$ cat src/rtl/ssr_pkg.sv
package ssr_pkg;
  localparam int ADDR_W     = 13;
  localparam int PREFIX_LEN = 5;
  localparam int STEP_W     = $clog2(PREFIX_LEN + 1);

  typedef logic [ADDR_W-1:0] addr_t;
  typedef logic [STEP_W-1:0] step_t;

  typedef enum logic [1:0] {
    CMD_NONE   = 2'd0,
    CMD_STORE  = 2'd1,
    CMD_RECALL = 2'd2,
    CMD_TEST   = 2'd3
  } cmd_e;

  localparam addr_t STORE_ADDR  = 13'h0F0F;
  localparam addr_t RECALL_ADDR = 13'h0F0E;
  localparam addr_t TEST_ADDR   = 13'h139C;

  function automatic addr_t prefix_addr(input int idx);
    case (idx)
      0:       return 13'h0000;
      1:       return 13'h1555;
      2:       return 13'h0AAA;
      3:       return 13'h1FFF;
      4:       return 13'h10F0;
      default: return 13'h0000;
    endcase
  endfunction
endpackage

$ cat src/rtl/ssr_prefix_match.sv
module ssr_prefix_match
  import ssr_pkg::*;
(
  input  addr_t                 addr_i,
  output logic [PREFIX_LEN-1:0] hit_o
);
  for (genvar g = 0; g < PREFIX_LEN; g++) begin : g_cmp
    assign hit_o[g] = (addr_i == prefix_addr(g));
  end
endmodule

$ cat src/rtl/ssr_term_decode.sv
module ssr_term_decode
  import ssr_pkg::*;
(
  input  addr_t addr_i,
  output cmd_e  cmd_o
);
  always_comb begin
    unique case (addr_i)
      STORE_ADDR:  cmd_o = CMD_STORE;
      RECALL_ADDR: cmd_o = CMD_RECALL;
      TEST_ADDR:   cmd_o = CMD_TEST;
      default:     cmd_o = CMD_NONE;
    endcase
  end
endmodule

$ cat src/rtl/ssr_step_tracker.sv
module ssr_step_tracker
  import ssr_pkg::*;
(
  input  logic                  clk_i,
  input  logic                  rst_ni,
  input  logic                  rd_i,
  input  logic                  wr_i,
  input  logic [PREFIX_LEN-1:0] hit_i,
  output step_t                 step_o,
  output logic                  full_o
);
  step_t step_q, step_d;
  logic  step_hit;

  // hit for the address the current step expects
  always_comb begin
    step_hit = 1'b0;
    for (int i = 0; i < PREFIX_LEN; i++) begin
      if (step_q == step_t'(i)) step_hit = hit_i[i];
    end
  end

  always_comb begin
    step_d = step_q;
    if (wr_i) begin
      step_d = '0;
    end else if (rd_i) begin
      if (step_hit)      step_d = step_q + step_t'(1);
      else if (hit_i[0]) step_d = step_t'(1);  // 0000 restarts the attempt
      else               step_d = '0;
    end
  end

  always_ff @(posedge clk_i or negedge rst_ni) begin
    if (!rst_ni) step_q <= '0;
    else         step_q <= step_d;
  end

  assign step_o = step_q;
  assign full_o = (step_q == step_t'(PREFIX_LEN));
endmodule

$ cat src/rtl/ssr_seq_detect.sv
module ssr_seq_detect
  import ssr_pkg::*;
(
  input  logic              clk_i,
  input  logic              rst_ni,
  input  logic              cycle_i,
  input  logic              ce_ni,
  input  logic              we_ni,
  input  logic              oe_ni,
  input  logic [ADDR_W-1:0] addr_i,
  output logic              store_o,
  output logic              recall_o,
  output logic              test_o,
  output logic              data_drive_o
);
  logic [PREFIX_LEN-1:0] hit;
  cmd_e                  term_cmd;
  step_t                 step;
  logic                  full;
  logic                  rd_cyc, wr_cyc, fire, float_bus;
  logic                  store_q, recall_q, test_q;

  assign rd_cyc = cycle_i & ~ce_ni & we_ni;
  assign wr_cyc = cycle_i & ~ce_ni & ~we_ni;

  ssr_prefix_match u_match (
    .addr_i (addr_i),
    .hit_o  (hit)
  );

  ssr_term_decode u_term (
    .addr_i (addr_i),
    .cmd_o  (term_cmd)
  );

  ssr_step_tracker u_step (
    .clk_i  (clk_i),
    .rst_ni (rst_ni),
    .rd_i   (rd_cyc),
    .wr_i   (wr_cyc),
    .hit_i  (hit),
    .step_o (step),
    .full_o (full)
  );

  assign fire = rd_cyc & full;

  always_ff @(posedge clk_i or negedge rst_ni) begin
    if (!rst_ni) begin
      store_q  <= 1'b0;
      recall_q <= 1'b0;
      test_q   <= 1'b0;
    end else begin
      store_q  <= fire & (term_cmd == CMD_STORE);
      recall_q <= fire & (term_cmd == CMD_RECALL);
      test_q   <= fire & (term_cmd == CMD_TEST);
    end
  end

  // final cycle floats the bus whatever the strobe or oe level
  assign float_bus    = full & ~ce_ni & we_ni &
                        ((term_cmd == CMD_STORE) | (term_cmd == CMD_RECALL));
  assign data_drive_o = ~ce_ni & ~oe_ni & we_ni & ~float_bus;

  assign store_o  = store_q;
  assign recall_o = recall_q;
  assign test_o   = test_q;
endmodule

$ cat config.mk
export PLATFORM = sky130hd
export DESIGN_NAME = ssr_seq_detect
export DESIGN_NICKNAME = d
export VERILOG_FILES = /design/src/rtl/ssr_pkg.sv /design/src/rtl/ssr_prefix_match.sv /design/src/rtl/ssr_term_decode.sv /design/src/rtl/ssr_step_tracker.sv /design/src/rtl/ssr_seq_detect.sv
export SDC_FILE = /design/constraint.sdc
export NUM_CORES = 1
export LEC_CHECK = 0
export ABC_AREA = 1
export BUFFER_PORTS_ARGS = -buffer_cell sky130_fd_sc_hd__buf_2
export CAP_MARGIN = 20
export CELL_PAD_IN_SITES_DETAIL_PLACEMENT = 1
export CELL_PAD_IN_SITES_GLOBAL_PLACEMENT = 1
export CORE_MARGIN = 2
export CORE_UTILIZATION = 35
export CTS_CLUSTER_DIAMETER = 200
export DETAILED_ROUTE_END_ITERATION = 7
export GPL_TIMING_DRIVEN = 0
export PLACE_DENSITY_LB_ADDON = 0.1
export SLEW_MARGIN = 20
export SYNTH_ARGS = -nofsm -noshare
export SYNTH_HDL_FRONTEND = slang
export SYNTH_SLANG_ARGS = --single-unit
export TNS_END_PERCENT = 5
$ cat constraint.sdc
create_clock -name clk_i -period 2.45 [get_ports clk_i]
set_input_delay 0.245 -clock clk_i [delete_from_list [all_inputs] [get_ports clk_i]]
set_output_delay 0.245 -clock clk_i [all_outputs]
set_load 0.02 [all_outputs]
# --- After elaboration in Yosys (flattened, before gate mapping) ---
# Index checks and enable logic that the tools add are counted.
# Widths: inputs -> output; s select.
word_totals:
  reg_bits: 6
  output_inout_bits: 4
  elab_cells: 51
op_classes:
  addsub: 1
  n_eq_ne: 15
  mux: 10
  bitwise_logic: 18
  reduce_logical: 3
ops:
  columns: ["op", "n"]
  rows:
  - ["$eq 13x13->1 const B", 4]
  - ["$eq 13x12->1 const B", 3]
  - ["$and 1x1->1", 13]
  - ["$logic_not 13->1", 1]
  - ["$mux 3", 3]
  - ["$eq 3x2->1 const B", 2]
  - ["$eq 3x3->1 const B", 2]
  - ["$mux 1", 6]
  - ["$pmux 2 s3", 1]
  - ["$eq 2x2->1 const B", 2]
  - ["$not 1->1", 4]
  - ["$add 3x1->3 const B", 1]
  - ["$eq 3x1->1 const B", 1]
  - ["$logic_not 3->1", 1]
  - ["$eq 2x1->1 const B", 1]
  - ["$reduce_bool 2->1", 1]
  - ["$or 1x1->1", 1]

# --- Logic depth before layout (Yosys ltp) ---
logic_depth:
  depth_word: 9
  depth_mapped: 12

# --- Modules after synthesis ---
# Synthesis repeated with hierarchy kept, for this count alone.
unflattened:
  hier_cells: 150
  hier_area_um2: 818.3
modules_own_cells:
  columns: ["mod", "instances", "cells_per_inst", "area_each_um2", "seq_area_each_um2"]
  rows:
  - ["ssr_step_tracker", 1, 44, 287.8, 75.1]
  - ["ssr_prefix_match", 1, 46, 193.9, 0.0]
  - ["ssr_seq_detect", 1, 25, 193.9, 75.1]
  - ["ssr_term_decode", 1, 35, 142.6, 0.0]

# --- Worst setup path before layout ---
# No wires, ideal clock.
synth_path:
  path_kind: "in2out"
  startpoint: "in addr_i[11]"
  endpoint: "out data_drive_o"
  t_arrival_ns: 1.789
  required_time_ns: 2.205
  slack_ns: 0.416
  cell_stages: 7
  cell_sequence: "nor2_1 inv_1 nor4_1 a31oi_1 ha_1 nor2_1 nor4_1"
synth_between:
  elab_chain_len: 7
  elab_cells_between_ends: 10
  classes_between: "5 x eq/ne; 1 x mux; 4 x bitwise"
synth_rtl:
  columns: ["element", "line", "rtl"]
  rows:
  - ["start, declared", "ssr_seq_detect.sv:10", "input logic [ADDR_W-1:0] addr_i,"]
  - ["$eq 13x13->1 or $eq 13x12->1 (tied branches)", "ssr_term_decode.sv:8", "unique case (addr_i)"]
  - ["$pmux 2 s3 *", "ssr_term_decode.sv:8", null]
  - ["$eq 2x1->1 or $eq 2x2->1 (tied branches)", "ssr_seq_detect.sv:62", "((term_cmd == CMD_STORE) | (term_cmd == CMD_RECALL));"]
  - ["$or 1x1->1 *", "ssr_seq_detect.sv:62", null]
  - ["$and 1x1->1 *", "ssr_seq_detect.sv:61", "assign float_bus = full & ~ce_ni & we_ni &"]
  - ["$not 1->1 *", "ssr_seq_detect.sv:63", "assign data_drive_o = ~ce_ni & ~oe_ni & we_ni & ~float_bus;"]
  - ["$and 1x1->1 *", "ssr_seq_detect.sv:63", null]
  - ["end, declared", "ssr_seq_detect.sv:14", "output logic data_drive_o"]
# Every way passes the cells marked *; elsewhere a longest branch is shown, timed or not.

# --- Worst setup path in the final report ---
# Same ends and word-level chain as after synthesis.

==> flow_metrics.tcl <==
set metrics [dict create \
    grt_max_degree 7 \
    crit_type "primary input to output port" \
    synth_top_family_by_area "simple AND/OR/NAND/NOR gates" \
    finalSetupTns_ns 0 \
    yosys.area_share.adder_pct 13.75 \
    numCtsBuffers 3 \
    synth.avg_cell_area_um2 6.018 \
    syn-cell-area_um2 728.2 \
    end_kind "output port" \
    ys.flop_type "dfrtp_1" \
    cpMaxStageDelayCell "nor4_1" \
    syn2layout_area_growth_pct 24.23 \
    final_nets 176 \
    grt_pass1_vias 761 \
    synth_top_area_cell "dfrtp_1" \
    timing.rr.start "u_step.step_o[1]" \
    max_slew_margin_pct 76.76 \
    startpoint "addr_i[11]" \
    drt-wirelength-per-cell_um 10.75 \
    synth_common_cells "inv_1, nand2_1, nor2_1" \
    period_needed_ns 2.061 \
    synth_nets 148 \
    path_max_fanout 4 \
    final_cells 174 \
    clock_path_buffers 2 \
    fillers 301 \
    reg2reg_to "u_step.step_o[0]" \
    reg2reg_slack_ns 0.87 \
    placed_cells 170 \
    num_rows 16 \
    die_h_um 49.62 \
    overflow 0 \
    worstPathCellList "buf_2 > nor2_1 > inv_1 > nor4_1 > inv_1 > o21ai_0 > ha_1 > nor2_1 > nor4_1 > buf_2" \
    synth.area.top_cells "dfrtp_1, inv_1, nand2_1, ha_1, nor2_1" \
    htreeDepth 1 \
    ys_seq_area_share_pct 20.62 \
    drv_slew 0 \
    vias_per_cell 4.661 \
    synth.area.mux_share_pct 0 \
    crit_required_ns 2.20 \
    tightest_slew_ns 0.3454 \
    layout-drive-gt1-share_pct 22.45 \
    setup_viol 0 \
    grt.total_usage_pct 17.43 \
    synth_compound_area_share_pct 3.952 \
    grt_pass1_wl_um 3270 \
    power_density_mw_per_mm2 274.6 \
    period_share_pct 84.12 \
    detailroute.via_count 811 \
    cts_root_buffer "clkbuf_4" \
    initial_core_util_pct 37.12 \
    cts.clk_slew.worst_paths_ns 0.05 \
    fin_skew_ns 0.0008794 \
    synth_warnings 0 \
    cts.repair.resized 0 \
    gp_congestion 0.7625 \
    synthSimpleGateAreaFrac_pct 47.77 \
    core_mm2 0.001962 \
    status "finished, final reports clean" \
    ys_async_sr_fraction_pct 100.0 \
    n_antenna_cell 0 \
    cts_num_sinks 6 \
    die_w_um 49.62 \
    setup.worst_path.start_class "primary input" \
    arrival_ns 1.82 \
    first_pass_iters 4 \
    synth_xor_area_share_pct 0 \
    post_cts_buffers 0 \
    fin_util_pct 46.11 \
    io_pins 23 \
    clk_latency_ns 0.25 \
    synth_enable_flop_cells 0 \
    cp-endpoint "data_drive_o" \
    ys_ff_latch 6 \
    postSynthCellCount 121 \
    regArea_um2 150.1 \
    drc 0 \
    cp_slowest_stage_delay_ns 0.37 \
    place_hpwl_um 1605 \
    dieArea_mm2 0.002462 \
    finalHoldViolations 0 \
    io_buffers 22 \
    vdd_ir_drop_max_uv 133.5 \
    yosysUniqueCellTypes 17 \
    hold_path.class "primary input to flip-flop" \
    cts_tree "yes" \
    fmax_mhz 485.2 \
    p_leak_nw 0.5019 \
    synth_top_cell_area_share_pct 20.62 \
    maxCapViolations 0 \
    ff2ff_path_depth 11 \
    ant_nets 0 \
    rsz0062_at_grt "no" \
    antenna_found_initial 0 \
    drt-total-wl_um 1871 \
    drt_iter0_drc 14 \
    multi_input_area_um2 476.7 \
]
-- power by group --
group | leakage, nW | switching (W) | internal [W]
Clock | 0.0138 | 0.0000405 | 0.0000558
Combinational | 0.404 | 0.0000319 | 0.0000210
Sequential | 0.0839 | 0.00000000745 | 0.0000993
-- cell families after synthesis --
kind of cell             after synthesis
buffers and inverters                 27
flip-flops                             6
AO/OA/AOI/OAI                          5
adder cells (fa/ha/maj)                8
AND/OR/NAND/NOR                       75
-- placed cells by master (no fill, tap or decap), drive strengths merged --
cell type,n
nand2,29
inv,27
nor2,27
buf,22
nand3,12
ha,8
dfrtp,6
nand4,3
clkbuf,3
nor4,2
o22ai,2
or2,1
nor3,1
o21ai,1
a31oi,1
a21oi,1
dlygate4sd3,1
-- what timing repair did --
| action | CTS | global route |
|---|---|---|
| hold endpoints to repair | 6 | 0 |
| hold buffers | 1 | 0 |
| endpoints found under the setup margin | 0 | 0 |
-- per-stage QoR --
| step | setup slack (ns) | total power, W | area (µm²) | hold WS, ns |
|---|---|---|---|---|
| 4_1_cts | 0.3606 | 0.0002544 | 904.6 | 0.2999 |
| 3_3_place_gp | 0.3714 | 0.0001516 | 872.1 | 0.06838 |
| 5_1_grt | 0.1592 | 0.0002680 | 904.6 | 0.3500 |
| 6_report | 0.3890 | 0.0002484 | 904.6 | 0.3149 |
| 2_1_floorplan | 0.4156 | 0.0001245 | 728.2 | -0.05059 |
| 3_5_place_dp | 0.3573 | 0.0001528 | 872.1 | 0.07131 |
-- critical path: cells and delay by family --
family          cells  cell delay, ns
simple gates        4            0.73
buf+inv             4            0.40
fa+ha+maj           1            0.29
compound gates      1            0.15
-- state kept, by name (all words and copies together) (netlist names) --
name and count:
recall_o 1, store_o 1, test_o 1, u_step.step_o 3
-- area by class of cell --
cell class	instances	share of cell area (%)
Multi-Input combinational cell	88	52.70
Sequential cell	6	16.60
Timing Repair Buffer	23	13.28
Inverter	27	11.20
Tap cell	27	3.734
Clock buffer	3	2.490
-- metal layers --
layer  wire, µm  up-vias  global-route usage [%]
met5          0        -                       0
met4         23        0                   5.556
met3         80        2                   3.939
met2        853       20                   28.00
met1        914      365                   23.03
li1           -      424                       -
-- worst min-delay path by stage --
stage / from / endpoint / slack, ns / cells past startpoint
2_1_floorplan: rst_ni / recall_o / -0.05 / 0
3_3_place_gp: rst_ni / recall_o / 0.07 / 1
3_5_place_dp: rst_ni / test_o / 0.07 / 1
4_1_cts: cycle_i / u_step.step_o[0] / 0.30 / 4
5_1_grt: cycle_i / u_step.step_o[0] / 0.35 / 4
6_report: cycle_i / u_step.step_o[0] / 0.31 / 4
No activity file was read; power rests on OpenSTA's default activity.
